## src/rtl/mdio_pkg.sv

```systemverilog
package mdio_pkg;
  localparam int DW = 16;
  localparam int AW = 5;

  typedef enum logic [2:0] {S_PRE, S_ST, S_OP, S_ADR, S_TA, S_DAT} mdio_state_e;

  localparam logic [AW-1:0] A_CTRL  = 5'd0;
  localparam logic [AW-1:0] A_STAT  = 5'd1;
  localparam logic [AW-1:0] A_ID_HI = 5'd2;
  localparam logic [AW-1:0] A_ID_LO = 5'd3;
  localparam logic [AW-1:0] A_ADV   = 5'd4;
  localparam logic [AW-1:0] A_PART  = 5'd5;
  localparam logic [AW-1:0] A_INT   = 5'd18;
  localparam logic [AW-1:0] A_MASK  = 5'd19;

  localparam logic [1:0] OP_RD = 2'b10;
  localparam logic [1:0] OP_WR = 2'b01;
endpackage

```

## src/rtl/mdio_frame.sv

```systemverilog
module mdio_frame
  import mdio_pkg::*;
#(
  parameter int PRE_LEN = 32
) (
  input  logic          clk_i,
  input  logic          rst_ni,
  input  logic          mdio_i,
  input  logic [AW-1:0] phy_addr_i,
  input  logic [DW-1:0] rd_data_i,
  output logic          rd_req_o,
  output logic          wr_req_o,
  output logic [AW-1:0] reg_addr_o,
  output logic [DW-1:0] wr_data_o,
  output logic          mdio_o,
  output logic          mdio_oe_o
);
  localparam int OW = $clog2(PRE_LEN + 1);
  localparam logic [OW-1:0] PRE_MAX = OW'(PRE_LEN);
  localparam int ADR_BITS = 2 * AW;

  mdio_state_e     state_q;
  logic [OW-1:0]   ones_q;
  logic [3:0]      cnt_q;
  logic            rd_q, match_q, oe_q, out_q;
  logic [ADR_BITS-2:0] adr_q;
  logic [AW-1:0]   ra_q;
  logic [DW-2:0]   din_q;
  logic [DW-1:0]   dout_q;

  assign rd_req_o   = (state_q == S_TA) && (cnt_q == 4'd0) && rd_q && match_q;
  assign wr_req_o   = (state_q == S_DAT) && (cnt_q == 4'(DW-1)) && !rd_q && match_q;
  assign wr_data_o  = {din_q, mdio_i};
  assign reg_addr_o = ra_q;
  assign mdio_o     = out_q;
  assign mdio_oe_o  = oe_q;

  always_ff @(posedge clk_i or negedge rst_ni) begin
    if (!rst_ni) begin
      state_q <= S_PRE;
      ones_q  <= '0;
      cnt_q   <= '0;
      rd_q    <= 1'b0;
      match_q <= 1'b0;
      adr_q   <= '0;
      ra_q    <= '0;
      din_q   <= '0;
      dout_q  <= '0;
      oe_q    <= 1'b0;
      out_q   <= 1'b0;
    end else begin
      case (state_q)
        S_PRE: begin
          if (mdio_i) begin
            if (ones_q != PRE_MAX) ones_q <= ones_q + 1'b1;
          end else begin
            ones_q <= '0;
            if (ones_q == PRE_MAX) state_q <= S_ST;
          end
        end
        S_ST: begin
          cnt_q   <= '0;
          state_q <= mdio_i ? S_OP : S_PRE;
        end
        S_OP: begin
          if (cnt_q == 4'd0) begin
            rd_q  <= mdio_i;
            cnt_q <= 4'd1;
          end else begin
            cnt_q <= '0;
            if ({rd_q, mdio_i} == OP_RD) begin
              rd_q <= 1'b1; state_q <= S_ADR;
            end else if ({rd_q, mdio_i} == OP_WR) begin
              rd_q <= 1'b0; state_q <= S_ADR;
            end else begin
              state_q <= S_PRE;
            end
          end
        end
        S_ADR: begin
          adr_q <= {adr_q[ADR_BITS-3:0], mdio_i};
          cnt_q <= cnt_q + 1'b1;
          if (cnt_q == 4'(ADR_BITS-1)) begin
            cnt_q   <= '0;
            ra_q    <= {adr_q[AW-2:0], mdio_i};
            match_q <= (adr_q[ADR_BITS-2:AW-1] == phy_addr_i);
            state_q <= S_TA;
          end
        end
        S_TA: begin
          if (cnt_q == 4'd0) begin
            cnt_q <= 4'd1;
            if (rd_q && match_q) begin
              oe_q   <= 1'b1;
              out_q  <= 1'b0;
              dout_q <= rd_data_i;
            end else begin
              dout_q <= '0;
            end
          end else begin
            out_q   <= dout_q[DW-1];
            dout_q  <= dout_q << 1;
            cnt_q   <= '0;
            state_q <= S_DAT;
          end
        end
        S_DAT: begin
          din_q  <= {din_q[DW-3:0], mdio_i};
          out_q  <= dout_q[DW-1];
          dout_q <= dout_q << 1;
          cnt_q  <= cnt_q + 1'b1;
          if (cnt_q == 4'(DW-1)) begin
            oe_q    <= 1'b0;
            ones_q  <= '0;
            cnt_q   <= '0;
            state_q <= S_PRE;
          end
        end
        default: state_q <= S_PRE;
      endcase
    end
  end

  assert_short_preamble_R2: assert property (@(posedge clk_i) disable iff (!rst_ni)
    (state_q == S_PRE && !mdio_i && ones_q != PRE_MAX) |=> state_q == S_PRE);
  assert_start_code_R3: assert property (@(posedge clk_i) disable iff (!rst_ni)
    (state_q == S_ST && !mdio_i) |=> state_q == S_PRE);
  assert_ta_drive_zero_R5: assert property (@(posedge clk_i) disable iff (!rst_ni)
    $rose(mdio_oe_o) |-> !mdio_o);
  assert_oe_in_frame_R6: assert property (@(posedge clk_i) disable iff (!rst_ni)
    mdio_oe_o |-> (state_q == S_TA || state_q == S_DAT));
  assert_no_drive_mismatch_R7: assert property (@(posedge clk_i) disable iff (!rst_ni)
    (state_q == S_TA && !match_q) |=> !mdio_oe_o);
endmodule

```

## src/rtl/mdio_regfile.sv

```systemverilog
module mdio_regfile
  import mdio_pkg::*;
#(
  parameter logic [DW-1:0] ID_HI    = 16'h0A5C,
  parameter logic [DW-1:0] ID_LO    = 16'h3E11,
  parameter logic [DW-1:0] CTRL_RST = 16'h3000,
  parameter logic [DW-1:0] ADV_RST  = 16'h01E1
) (
  input  logic          clk_i,
  input  logic          rst_ni,
  input  logic          rd_req_i,
  input  logic          wr_req_i,
  input  logic [AW-1:0] addr_i,
  input  logic [DW-1:0] wr_data_i,
  output logic [DW-1:0] rd_data_o,
  input  logic [DW-1:0] status_i,
  input  logic [DW-1:0] partner_i,
  input  logic [DW-1:0] event_i,
  output logic [DW-1:0] ctrl_o,
  output logic [DW-1:0] adv_o,
  output logic          irq_o
);
  logic [DW-1:0] ctrl_q, adv_q, int_q, mask_q;
  logic          int_clr;

  assign int_clr = rd_req_i && (addr_i == A_INT);

  always_comb begin
    case (addr_i)
      A_CTRL:  rd_data_o = ctrl_q;
      A_STAT:  rd_data_o = status_i;
      A_ID_HI: rd_data_o = ID_HI;
      A_ID_LO: rd_data_o = ID_LO;
      A_ADV:   rd_data_o = adv_q;
      A_PART:  rd_data_o = partner_i;
      A_INT:   rd_data_o = int_q;
      A_MASK:  rd_data_o = mask_q;
      default: rd_data_o = '0;
    endcase
  end

  always_ff @(posedge clk_i or negedge rst_ni) begin
    if (!rst_ni) begin
      ctrl_q <= CTRL_RST;
      adv_q  <= ADV_RST;
      mask_q <= '1;
      int_q  <= '0;
    end else begin
      if (wr_req_i && addr_i == A_CTRL) ctrl_q <= wr_data_i;
      if (wr_req_i && addr_i == A_ADV)  adv_q  <= wr_data_i;
      if (wr_req_i && addr_i == A_MASK) mask_q <= wr_data_i;
      int_q <= (int_clr ? '0 : int_q) | event_i;
    end
  end

  assign ctrl_o = ctrl_q;
  assign adv_o  = adv_q;
  assign irq_o  = |(int_q & ~mask_q);

  assert_event_latch_R9: assert property (@(posedge clk_i) disable iff (!rst_ni)
    (|event_i) |=> ((int_q & $past(event_i)) == $past(event_i)));
  assert_clear_on_read_R9: assert property (@(posedge clk_i) disable iff (!rst_ni)
    (int_clr && event_i == '0) |=> (int_q == '0 && !irq_o));
endmodule

```

## src/rtl/mdio_slave.sv

```systemverilog
module mdio_slave
  import mdio_pkg::*;
#(
  parameter int             PRE_LEN  = 32,
  parameter logic [DW-1:0]  ID_HI    = 16'h0A5C,
  parameter logic [DW-1:0]  ID_LO    = 16'h3E11,
  parameter logic [DW-1:0]  CTRL_RST = 16'h3000,
  parameter logic [DW-1:0]  ADV_RST  = 16'h01E1
) (
  input  logic          mdc_i,
  input  logic          rst_ni,
  input  logic          mdio_i,
  output logic          mdio_o,
  output logic          mdio_oe_o,
  input  logic [AW-1:0] phy_addr_i,
  input  logic [DW-1:0] status_i,
  input  logic [DW-1:0] partner_i,
  input  logic [DW-1:0] event_i,
  output logic [DW-1:0] ctrl_o,
  output logic [DW-1:0] adv_o,
  output logic          irq_o
);
  logic          rd_req, wr_req;
  logic [AW-1:0] reg_addr;
  logic [DW-1:0] wr_data, rd_data;

  mdio_frame #(.PRE_LEN(PRE_LEN)) i_frame (
    .clk_i(mdc_i), .rst_ni(rst_ni), .mdio_i(mdio_i), .phy_addr_i(phy_addr_i),
    .rd_data_i(rd_data), .rd_req_o(rd_req), .wr_req_o(wr_req),
    .reg_addr_o(reg_addr), .wr_data_o(wr_data),
    .mdio_o(mdio_o), .mdio_oe_o(mdio_oe_o)
  );

  mdio_regfile #(.ID_HI(ID_HI), .ID_LO(ID_LO), .CTRL_RST(CTRL_RST), .ADV_RST(ADV_RST)) i_regs (
    .clk_i(mdc_i), .rst_ni(rst_ni), .rd_req_i(rd_req), .wr_req_i(wr_req),
    .addr_i(reg_addr), .wr_data_i(wr_data), .rd_data_o(rd_data),
    .status_i(status_i), .partner_i(partner_i), .event_i(event_i),
    .ctrl_o(ctrl_o), .adv_o(adv_o), .irq_o(irq_o)
  );
endmodule

```

## config.mk

```make
export PLATFORM = sky130hd
export DESIGN_NAME = mdio_slave
export DESIGN_NICKNAME = d
export VERILOG_FILES = /design/src/rtl/mdio_pkg.sv /design/src/rtl/mdio_frame.sv /design/src/rtl/mdio_regfile.sv /design/src/rtl/mdio_slave.sv
export SDC_FILE = /design/constraint.sdc
export NUM_CORES = 1
export LEC_CHECK = 0
export CORE_AREA = 5 5 102 128
export CTS_CLUSTER_DIAMETER = 50
export DETAILED_ROUTE_END_ITERATION = 10
export DIE_AREA = 0 0 107 133
export GPL_ROUTABILITY_DRIVEN = 0
export MAX_ROUTING_LAYER = met4
export PLACE_DENSITY = 0.77
export SLEW_MARGIN = 40
export SYNTH_ARGS = -nofsm -noshare
export SYNTH_HDL_FRONTEND = slang
export SYNTH_SLANG_ARGS = --single-unit
```

## constraint.sdc

```tcl
create_clock -name mdc_i -period 2.5 [get_ports mdc_i]
set_input_delay 0.5 -clock mdc_i [delete_from_list [all_inputs] [get_ports mdc_i]]
set_output_delay 0.5 -clock mdc_i [all_outputs]
set_load 0.1 [all_outputs]
```

==> results.md <==
- Hold slack final: around 0.16 ns
- WL final: approximately 18000 um
- Row Count: 45
- Mapped Cells: 548
- Layout area overhead: 26.7%
- Comb power frac: 0.120
- Sequential share of the synthesized area: 0.511
- Max frequency: around 0.43 GHz
- CTS tree: built
- Pin count of the biggest net entering global routing: around 130
- Post-synth EDFFs: 0
- Post-Syn Area per Cell: about 11 sq um
- Reg-to-reg critical path startpoint: i_frame.reg_addr_o[3]
- I/O Buffers: 90
- Main flop type after synthesis: dfrtp_1
- Clk sink count: 126
- CTS resizes: 0
- CTS H-tree lvls: 4
- Post-synthesis compound-gate area fraction: 0.169
- GR Util met2: 0.416
- Clock transition at path regs: approximately 0.060 ns
- Adder-Cell Fraction of Synth Area: 0.0120
- Period utilisation layout: 0.932
- Sw frac: 0.251
- Synthesis warning total: 0
- Antenna violations before repair: 0
- Crit path launch type: flop
- GRT Overall Usage: 0.261
- Die width: ~110 um
- Post-CTS Setup Inserts: 0
- Largest family of logic cells by synthesized area: compound AO/OA/AOI/OAI gates
- Drt drc: 0
- FF-to-FF path depth: 6
- FFs w/ async S/R, synth: 1.00
- CP Capture Type: output port
- Initial DRC Count: ~560
- Hold Vio Cnt, Final: 0
- Crit path required time: around 2 ns
- Initial Utilization: 0.527
- Tot Pwr: around 0.0055 W
- Most Crowded Layer GR: met2
- Via/cell ratio: about 6.4
- Register-to-register setup slack: 0.19 ns
- CTS Root Buffer Type: clkbuf_16
- Cts-stage hold buffer count: 0
- Least-Margin Pin Slew: 0.733 ns
- Critical Path Sink: irq_o
- Critical Path Start: i_regs.mask_q[7]
- Synth Area in XOR/XNOR: 0.00703
- Worst clock skew: about 0.0087 ns
- Area of the multi-input gates: 0.00279 sq mm
- Global Route met3 Usage: 0.0493
- Power Density: about 700 mW/mm^2
- Via count: 5131
- # IOs: 91
- WP data arrival: roughly 1.8 ns
- Met1 usage: 0.325
- ANT cells: 0
- Mapped Area: a little over 0.006 sq mm
- Die area: around 0.014 sq mm
- Max incr delay on CP: between 0.5 and 0.6 ns
- Final worst setup slack: ~0.17 ns
- CP max-delay cell: dfstp_2
- P_sw: 0.00139 W
- Setup TNS: 0 ns
- Simple-gate share of the synthesized area: 0.114
- Synth Net Count: 610
- Static Leak: between 3 and 4 nW
- Clk pwr share: 0.480
- RSZ-0062 raised after global routing: false
- P_int: around 0.0041 W
- Max Slew Vio Count: 0
- Post-layout util: 0.668
- Num CTS Buffers: 17
- Worst VDD drop: approximately 0.37 mV
- Synthesized flop and latch total: 126
- Routed len/inst: 21.8 um
- Reg-to-reg endpoint: i_frame.dout_q[9]
- Shortest period the worst path allows: 2.33 ns
- Sequential power share: 0.401
- Die height: 133 um
- Fill count: roughly 890
- Number of global-route vias before repair: approximately 5200
- Worst-case clock buffer depth: 2
- Dpl ws: between 0.15 and 0.2 ns
- Hold/Removal Path Class: in2async
- Number of nets in the layout: a little over 700
- Register area: around 0.0032 sq mm
- Max-cap violations: 0
- First-pass GRT wire length: roughly 28000 um
- Layout cells sized above 1: 0.298
- CORE AREA: 0.0118 sq mm
- CP Cell Sequence: o22ai_1 -> a221oi_1 -> nand4_1 -> buf_4
- Final setup violating endpoints: 0
- Synth cell types: 70
- Crit Path Class: reg2out
- Clock latency on the worst-skew pair: between 0.4 and 0.5 ns
- Mux contribution to synthesized area: 0.145
- Initial DRT Pass Iterations: 6
- Grt total ovfl: 0
- CP Max Fanout: 3
- Post-DRT Antenna Nets: 0
- Worst rel slew slack: 0.499
- HPWL after DPL: 12300 um
- Outcome: complete, no violations
[layout make-up]
cell class                      instances  area share
Clock buffer                           20      0.0578
Clock inverter                         12      0.0233
Inverter                               24      0.0114
Multi-Input combinational cell        365       0.353
Sequential cell                       126       0.403
Tap cell                              141      0.0223
Timing Repair Buffer                  115       0.130
[metrics by stage]
stage          cells  instance area (sq um)
2_1_floorplan    548                   6230
3_3_place_gp     771                   7260
3_5_place_dp     771                   7260
4_1_cts          803                   7900
5_1_grt          803                   7900
6_report         803                   7900
[Yosys cell counts (12+ instances only)]
master     n  share of area
nand2_1   36          0.022
dfrtp_1  103           0.41
o21ai_0   24          0.019
inv_1     23          0.014
nor2_1    21          0.013
nand3_1   12         0.0096
mux2_2    54          0.098
a21oi_1   21          0.017
mux2_1    12          0.022
a22oi_1   26          0.031
dfstp_2   23          0.097
a21o_1    17          0.020
buf_2     14          0.011
[how the worst min path moves through the flow]
stage	to	start
5_1_grt	i_frame.adr_q[5]	rst_ni
4_1_cts	i_frame.adr_q[6]	rst_ni
3_3_place_gp	i_frame.dout_q[13]	i_frame.dout_q[13]
2_1_floorplan	i_frame.adr_q[0]	rst_ni
6_report	i_frame.adr_q[6]	rst_ni
3_5_place_dp	i_frame.dout_q[13]	i_frame.dout_q[13]
[power groups by stage]
stage	Combinational (W)	Sequential [W]	Clock [W]
6_report	0.000661	0.00221	0.00265
4_1_cts	0.000659	0.00221	0.00266
5_1_grt	0.000730	0.00222	0.00277
3_3_place_gp	0.000629	0.00224	0
3_5_place_dp	0.000653	0.00224	0
2_1_floorplan	0.000413	0.00221	0
[cells in the final DEF (no fill, tap or decap), drive strengths merged, types with 3 or more instances in the layout]
cell and instances:
dfrtp 103, mux2 76, buf 61, clkdlybuf4s50 54, nand2 38, a22oi 26
o21ai 25, inv 25, nor2 24, dfstp 23, a21oi 21, clkbuf 20
a21o 17, nand3 14, a31oi 9, a221oi 7, nor3 7, nand2b 6
nor2b 6, a221o 6, a31o 6, ha 6, o22ai 5, nand4 5
and3 5, a22o 5, clkinv 5, nor4b 4, bufinv 4, a211oi 4
nand3b 3, a2111oi 3, xor2 3, a222oi 3, and2 3, or4 3
[sequential cells by signal, indices dropped and copies added (netlist names), 4 cells and up]
name,flops
i_frame.dout_q,16
i_regs.adv_o,16
i_regs.ctrl_o,16
i_regs.int_q,16
i_regs.mask_q,16
i_frame.din_q,15
i_frame.adr_q,9
i_frame.ones_q,6
i_frame.reg_addr_o,5
i_frame.cnt_q,4
[routing by layer]
metal / vias up / part of all wire
li1: 2245 / -
met1: 2522 / 0.39
met2: 305 / 0.50
met3: 59 / 0.077
met4: 0 / 0.040
met5: - / 0
[worst max-delay path: cells and delay by family, from the launching register on]
kind	cells	cell delay, ns
AND/OR/NAND/NOR	1	0.19
flip-flops	1	0.56
AO/OA/AOI/OAI	2	0.39
buffers and inverters	1	0.28
[logic make-up (layout without fill, tap and decap cells)]
logic type	after synthesis	after routing
DFF	126	126
adders and majority gates	6	6
and+or+nand+nor	128	128
xor gates and xnor gates	5	5
AOI/OAI and AO/OA	149	149
muxes	77	77
buffers and inverters	57	171
Power figures use the tool's default switching activity.
